--- config.mk ---
export PLATFORM = sky130hd
export DESIGN_NAME = store_fwd_buffer
export DESIGN_NICKNAME = d
export VERILOG_FILES = /design/src/rtl/sfb_pkg.sv /design/src/rtl/sfb_queue.sv /design/src/rtl/sfb_match.sv /design/src/rtl/store_fwd_buffer.sv
export SDC_FILE = /design/constraint.sdc
export NUM_CORES = 2
export LEC_CHECK = 0
export ABC_AREA = 1
export BUFFER_PORTS_ARGS = -buffer_cell sky130_fd_sc_hd__buf_2
export CORE_ASPECT_RATIO = 0.7
export CORE_MARGIN = 2
export CORE_UTILIZATION = 30
export DETAILED_ROUTE_END_ITERATION = 8
export SYNTH_ARGS = -nofsm -noshare
export SYNTH_HDL_FRONTEND = slang
export SYNTH_SLANG_ARGS = --single-unit
--- constraint.sdc ---
create_clock -name clk -period 8.6 [get_ports clk]
set_input_delay 1.72 -clock clk [delete_from_list [all_inputs] [get_ports clk]]
set_output_delay 1.72 -clock clk [all_outputs]
set_load 0.03 [all_outputs]
--- src/rtl/sfb_pkg.sv ---
package sfb_pkg;

  typedef enum logic [1:0] {
    LK_MISS = 2'd0,
    LK_FWD  = 2'd1,
    LK_WAIT = 2'd2
  } lookup_e;

endpackage

--- src/rtl/sfb_queue.sv ---
module sfb_queue #(
  parameter int DEPTH = 8,
  parameter int AW    = 30,
  parameter int DW    = 32,
  localparam int BW   = DW / 8,
  localparam int PW   = (DEPTH > 1) ? $clog2(DEPTH) : 1,
  localparam int CW   = $clog2(DEPTH + 1)
) (
  input  logic          clk,
  input  logic          rst_n,
  input  logic          enq_fire,
  input  logic [AW-1:0] enq_addr,
  input  logic [DW-1:0] enq_data,
  input  logic [BW-1:0] enq_be,
  input  logic          iss_ready,
  input  logic          ack_in,
  output logic          full,
  output logic          iss_valid,
  output logic [AW-1:0] iss_addr,
  output logic [DW-1:0] iss_data,
  output logic [BW-1:0] iss_be,
  output logic          ack_ok,
  output logic [AW-1:0] slot_addr [DEPTH],
  output logic [DW-1:0] slot_data [DEPTH],
  output logic [BW-1:0] slot_be   [DEPTH],
  output logic [PW-1:0] head,
  output logic [CW-1:0] cnt
);

  logic [PW-1:0] tail;
  logic [PW-1:0] iss_ptr;
  logic [CW-1:0] nout;
  logic          iss_fire;

  assign full      = (cnt == CW'(DEPTH));
  assign iss_valid = (cnt > nout);
  assign iss_fire  = iss_valid && iss_ready;
  assign ack_ok    = ack_in && (nout != '0);
  assign iss_addr  = slot_addr[iss_ptr];
  assign iss_data  = slot_data[iss_ptr];
  assign iss_be    = slot_be[iss_ptr];

  always_ff @(posedge clk) begin
    if (!rst_n) begin
      head    <= '0;
      tail    <= '0;
      iss_ptr <= '0;
      cnt     <= '0;
      nout    <= '0;
    end else begin
      if (enq_fire) tail <= tail + PW'(1);
      if (ack_ok) head <= head + PW'(1);
      if (iss_fire) iss_ptr <= iss_ptr + PW'(1);
      cnt  <= cnt + CW'(enq_fire) - CW'(ack_ok);
      nout <= nout + CW'(iss_fire) - CW'(ack_ok);
    end
  end

  for (genvar s = 0; s < DEPTH; s++) begin : g_slot
    always_ff @(posedge clk) begin
      if (!rst_n) begin
        slot_addr[s] <= '0;
        slot_data[s] <= '0;
        slot_be[s]   <= '0;
      end else if (enq_fire && (tail == PW'(s))) begin
        slot_addr[s] <= enq_addr;
        slot_data[s] <= enq_data;
        slot_be[s]   <= enq_be;
      end
    end
  end

  assert_cnt_bound_R2: assert property (@(posedge clk) disable iff (!rst_n)
    cnt <= CW'(DEPTH));

  assert_enq_grows_R2: assert property (@(posedge clk) disable iff (!rst_n)
    (enq_fire && !ack_ok) |=> (cnt == $past(cnt) + CW'(1)));

  assert_out_le_cnt_R4: assert property (@(posedge clk) disable iff (!rst_n)
    nout <= cnt);

  assert_free_only_on_ack_R4: assert property (@(posedge clk) disable iff (!rst_n)
    !ack_ok |=> (cnt >= $past(cnt)));

endmodule

--- src/rtl/sfb_match.sv ---
module sfb_match
  import sfb_pkg::*;
#(
  parameter int DEPTH = 8,
  parameter int AW    = 30,
  parameter int DW    = 32,
  localparam int BW   = DW / 8,
  localparam int PW   = (DEPTH > 1) ? $clog2(DEPTH) : 1,
  localparam int CW   = $clog2(DEPTH + 1)
) (
  input  logic [AW-1:0] slot_addr [DEPTH],
  input  logic [DW-1:0] slot_data [DEPTH],
  input  logic [BW-1:0] slot_be   [DEPTH],
  input  logic [PW-1:0] head,
  input  logic [CW-1:0] cnt,
  input  logic [AW-1:0] q_addr,
  input  logic [BW-1:0] q_be,
  output lookup_e       result,
  output logic [DW-1:0] fwd_data
);

  logic          found;
  logic [PW-1:0] sel;
  logic [PW-1:0] idx;

  // Walk from oldest to youngest; the last overlap seen is the youngest.
  always_comb begin
    found = 1'b0;
    sel   = '0;
    idx   = '0;
    for (int k = 0; k < DEPTH; k++) begin
      idx = head + PW'(k);
      if ((CW'(k) < cnt) && (slot_addr[idx] == q_addr) &&
          ((slot_be[idx] & q_be) != '0)) begin
        found = 1'b1;
        sel   = idx;
      end
    end
  end

  always_comb begin
    if (!found)
      result = LK_MISS;
    else if ((q_be & ~slot_be[sel]) == '0)
      result = LK_FWD;
    else
      result = LK_WAIT;
  end

  for (genvar b = 0; b < BW; b++) begin : g_lane
    assign fwd_data[8*b +: 8] = ((result == LK_FWD) && q_be[b]) ?
                                slot_data[sel][8*b +: 8] : 8'h00;
  end

endmodule

--- src/rtl/store_fwd_buffer.sv ---
module store_fwd_buffer
  import sfb_pkg::*;
#(
  parameter int DEPTH = 8,
  parameter int AW    = 30,
  parameter int DW    = 32,
  localparam int BW   = DW / 8,
  localparam int PW   = (DEPTH > 1) ? $clog2(DEPTH) : 1,
  localparam int CW   = $clog2(DEPTH + 1)
) (
  input  logic          clk,
  input  logic          rst_n,
  input  logic          st_valid,
  output logic          st_ready,
  input  logic [AW-1:0] st_addr,
  input  logic [DW-1:0] st_data,
  input  logic [BW-1:0] st_be,
  input  logic          ld_valid,
  output logic          ld_ready,
  input  logic [AW-1:0] ld_addr,
  input  logic [BW-1:0] ld_be,
  output logic          ld_hit,
  output logic [DW-1:0] ld_data,
  output logic          dr_valid,
  input  logic          dr_ready,
  output logic [AW-1:0] dr_addr,
  output logic [DW-1:0] dr_data,
  output logic [BW-1:0] dr_be,
  input  logic          dr_ack,
  output logic          drained
);

  logic          full;
  logic          enq_fire;
  logic          ack_ok;
  logic [AW-1:0] slot_addr [DEPTH];
  logic [DW-1:0] slot_data [DEPTH];
  logic [BW-1:0] slot_be   [DEPTH];
  logic [PW-1:0] head;
  logic [CW-1:0] cnt;
  lookup_e       result;
  logic [DW-1:0] fwd_data;

  assign st_ready = !full;
  assign enq_fire = st_valid && st_ready;

  sfb_queue #(.DEPTH(DEPTH), .AW(AW), .DW(DW)) u_queue (
    .clk       (clk),
    .rst_n     (rst_n),
    .enq_fire  (enq_fire),
    .enq_addr  (st_addr),
    .enq_data  (st_data),
    .enq_be    (st_be),
    .iss_ready (dr_ready),
    .ack_in    (dr_ack),
    .full      (full),
    .iss_valid (dr_valid),
    .iss_addr  (dr_addr),
    .iss_data  (dr_data),
    .iss_be    (dr_be),
    .ack_ok    (ack_ok),
    .slot_addr (slot_addr),
    .slot_data (slot_data),
    .slot_be   (slot_be),
    .head      (head),
    .cnt       (cnt)
  );

  sfb_match #(.DEPTH(DEPTH), .AW(AW), .DW(DW)) u_match (
    .slot_addr (slot_addr),
    .slot_data (slot_data),
    .slot_be   (slot_be),
    .head      (head),
    .cnt       (cnt),
    .q_addr    (ld_addr),
    .q_be      (ld_be),
    .result    (result),
    .fwd_data  (fwd_data)
  );

  assign ld_ready = !(ld_valid && (result == LK_WAIT));
  assign ld_hit   = ld_valid && (result == LK_FWD);
  assign ld_data  = ld_hit ? fwd_data : '0;
  assign drained  = (cnt == '0);

  assert_drain_hold_R3: assert property (@(posedge clk) disable iff (!rst_n)
    (dr_valid && !dr_ready) |=>
      (dr_valid && $stable(dr_addr) && $stable(dr_data) && $stable(dr_be)));

  assert_drained_idle_R5: assert property (@(posedge clk) disable iff (!rst_n)
    drained |-> !dr_valid);

  assert_hit_is_ready_R7: assert property (@(posedge clk) disable iff (!rst_n)
    ld_hit |-> ld_ready);

  assert_wait_holds_R9: assert property (@(posedge clk) disable iff (!rst_n)
    (ld_valid && !ld_ready && !ack_ok && !enq_fire) |=>
      (!ld_ready || !ld_valid || !$stable(ld_addr) || !$stable(ld_be)));

endmodule

==> metrics.md <==
| Metric | Value |
|---|---|
| CP max stage cell | xor2_1 |
| Worst setup margin | 0.292 ns |
| Post-Route WL | 224 mm |
| Row count | 115 |
| Period Utilization, post-route | 96.6% |
| Switching part of the total power | 56.4% |
| Mapped Nets | 7619 |
| Layout area overhead | 11.1% |
| Final-report hold violation count | 0 |
| Unrepaired setup endpoints after global routing | false |
| Critical Path RT | 6.88 ns |
| Crit-path max cell delay | 0.63 ns |
| DRT met1 WL | 107 mm |
| Initial antenna violation count | 38 |
| Synth Area in XOR/XNOR | 1.15% |
| Root Driver | clkbuf_16 |
| Setup TNS | 0 ns |
| DRC Markers | 0 |
| Post-synthesis mux area share | 0.0235% |
| Port-buffer cells | 208 |
| Post-layout min period | 8.31 ns |
| Max Clock Skew | 0.0632 ns |
| Vias per cell | 5.67 |
| Top_reg_cell synth | dfxtp_1 |
| Total gr overflow | 0 |
| Combinational share of power | 63.1% |
| Clk sinks | 545 |
| Worst Hold Margin | 0.464 ns |
| Chip Width | 454 um |
| Syn Area/Cell | 5.69 um2 |
| Yosys cell types | 44 |
| Max-slew headroom | 24.7% |
| Largest family of logic cells by synthesized area | simple AND/OR/NAND/NOR gates |
| Data arrival, critical path | 6.59 ns |
| CTS Buffer Depth | 3 |
| Post-Syn Instances | 7486 |
| Setup CP Type | reg2out |
| Setup crit end kind | output port |
| Status | finished clean |
| Mapped Area | 42600 um2 |
| Clock transition at the registers of the reported paths | 0.07 ns |
| Internal | 6.96 mW |
| Detail Route Antenna Nets | 0 |
| Final nets | 7432 |
| Die ar. | 145000 um2 |
| Post-synth EDFFs | 0 |
| WL met3 | 22.2 mm |
| Gr usage total | 29.5% |
| Post-Synth Simple-Gate Area | 40.3% |
| Initial Util | 30.3% |
| Layout cells sized above 1 | 6.58% |
| Met2 routed wirelength | 90.7 mm |
| Seq/Total Area, Yosys | 25.6% |
| First-pass GRT wire length | 321 mm |
| GPL Wtd Cong | 1.11 |
| H-tree lvl count | 2 |
| 1st-iter DRT viols | 7643 |
| Compound-gate portion of the synthesized area | 20.8% |
| Num ports | 209 |
| DP Worst Slack | 0.638 ns |
| Hold buffer count at cts | 0 |
| Pin count of the biggest net entering global routing | 176 |
| Hold Path Class | reg2reg |
| VDD IR max | 223 uV |
| CTS tree | done |
| Clock share of power | 17.8% |
| Pwr dens | 338 nW/um2 |
| CP max FO | 45 |
| Core region area | 141000 um2 |
| Total vias in the final route | 52300 |
| Clk_lat worst skew | 0.73 ns |
| Uppermost layer routed | met5 |
| CP startpoint kind | flop |
| P_sw | 9.01 mW |
| Drt wl/cell | 24.3 um |
| Final Setup Violations | 0 |
| Synth warn | 0 |
| HPWL after DPL | 167 mm |
| P_leak | 20.4 nW |
| Num CTS Buffers | 59 |
| Post-Synth Adder-Cell Area | 0.828% |
| Vias in the first global route | 45200 |
| Max capacitance violation total | 0 |
| Ys async rst share | 0% |
| Overall power | 16.0 mW |
| Least-Margin Pin Slew | 1.13 ns |
| Drt pass-1 iters | 8 |
| Chip height | 319 um |
| Final Max Tran Viols | 0 |
| Seq cells post-synth | 545 |
| Sequential share of power | 19.1% |
| Max Clk Rate | 0.120 GHz |
==> through the flow <==
step / std cells / utilization, % / cell area (um2)
floorplan: 7486 / - / 42600
global placement: 9103 / 32.0 / 45100
detailed placement: 9103 / 32.0 / 45100
CTS: 9211 / 33.5 / 47100
global route: 9223 / 33.6 / 47300
finish: 9227 / 33.6 / 47300
==> cell usage in the layout, fill, tap and decap left out, drive strengths merged, types with 2 or more instances in the layout <==
cell | synthesis | routed
nand2 | 2007 | 2007
nand3 | 1484 | 1484
o21ai | 772 | 772
a21oi | 757 | 757
inv | 636 | 639
dfxtp | 545 | 545
buf | 214 | 322
nor2 | 302 | 302
nand4 | 102 | 102
clkbuf | 356 | 82
a31oi | 68 | 68
a221oi | 66 | 66
xor2 | 53 | 53
ha | 25 | 25
clkinv | 9 | 25
nor3 | 22 | 22
o211ai | 21 | 21
nor3b | 12 | 12
diode | 0 | 9
nand3b | 8 | 8
bufinv | 0 | 7
and2 | 4 | 4
or2 | 4 | 4
o21a | 3 | 3
nor4 | 3 | 3
a211oi | 2 | 2
and3 | 2 | 2
fa | 2 | 2
xnor2 | 2 | 2
==> worst paths after layout <==
path	slack, ns	to	depth (start not counted)	from
min	0.46	u_queue.slot_data[226]$_SDFFE_PN0P_	2	u_queue.slot_data[226]$_SDFFE_PN0P_
max	0.29	ld_data[3]	30	u_queue.head[0]$_SDFFE_PN0P_
max reg2reg	4.61	u_queue.slot_addr[114]$_SDFFE_PN0P_	8	u_queue.cnt[3]$_SDFF_PN0_
min reg2reg	0.46	u_queue.slot_data[226]$_SDFFE_PN0P_	2	u_queue.slot_data[226]$_SDFFE_PN0P_
==> sequential cells by signal, summed over array words and instances, names as in the netlist <==
| name | flops |
|---|---|
| u_queue.iss_ptr | 3 |
| u_queue.cnt | 4 |
| u_queue.slot_be | 32 |
| u_queue.head | 3 |
| u_queue.slot_addr | 240 |
| u_queue.nout | 4 |
| u_queue.tail | 3 |
| u_queue.slot_data | 256 |
==> kinds of logic (layout without fill, tap and decap cells) <==
logic type,count (synthesis),count (layout)
DFF,545,545
muxes,1,1
AOI/OAI and AO/OA,1691,1691
other,0,9
adders and majority gates,27,27
buffers and inverters,1215,1075
and+or+nand+nor,3952,3952
xor gates and xnor gates,55,55
==> cell usage after synthesis, types with 25 or more instances <==
master	n	area, um2
a31oi_1	68	425
clkbuf_1	356	1340
nand4_1	102	638
ha_1	25	313
nand3_1	1480	7410
buf_2	139	696
o21ai_0	749	3750
a221oi_1	66	578
xor2_1	53	464
inv_1	621	2330
nor2_1	298	1120
nand2_1	2002	7510
a21oi_1	757	3790
buf_1	58	218
dfxtp_1	545	10900
==> per-layer routing <==
| layer | vias to the layer above | GRT usage (%) |
|---|---|---|
| met5 | - | 0 |
| met4 | 18 | 5.14 |
| met3 | 250 | 4.57 |
| met2 | 2724 | 41.5 |
| met1 | 24600 | 46.5 |
| li1 | 24700 | - |
==> final cells by class <==
type | count | area (um2)
diodes | 9 | 22.5
well taps | 1872 | 2340
clock buffers | 82 | 1740
multi-input cells | 5726 | 27100
repair buffers | 322 | 2370
flip-flops and latches | 545 | 10900
fillers | 15700 | 93400
clock inverters | 26 | 355
inverters | 645 | 2450
==> power by group through the flow <==
stage	Combinational [mW]	Sequential, mW	Clock (mW)
3_5_place_dp	9.67	3.11	0
3_3_place_gp	9.67	3.11	0
6_report	10.1	3.05	2.84
5_1_grt	10.7	3.08	2.98
2_1_floorplan	6.02	2.94	0
4_1_cts	9.71	3.06	2.88
==> repair_timing <==
action                                 4_1_cts  5_1_grt
setup endpoints to repair                    0       32
endpoints found under the hold margin        0        0
buffers inserted                             0        7
resized for setup                            0        7
==> worst max-delay path, delay by kind of cell, from the launching register on <==
family	cells	cell delay (ns)
XOR/XNOR	1	0.63
flip-flops	1	0.54
adder cells (fa/ha/maj)	1	0.29
buffers and inverters	8	1.55
AND/OR/NAND/NOR	19	2.71
AO/OA/AOI/OAI	1	0.08
Power figures use the tool's default switching activity.
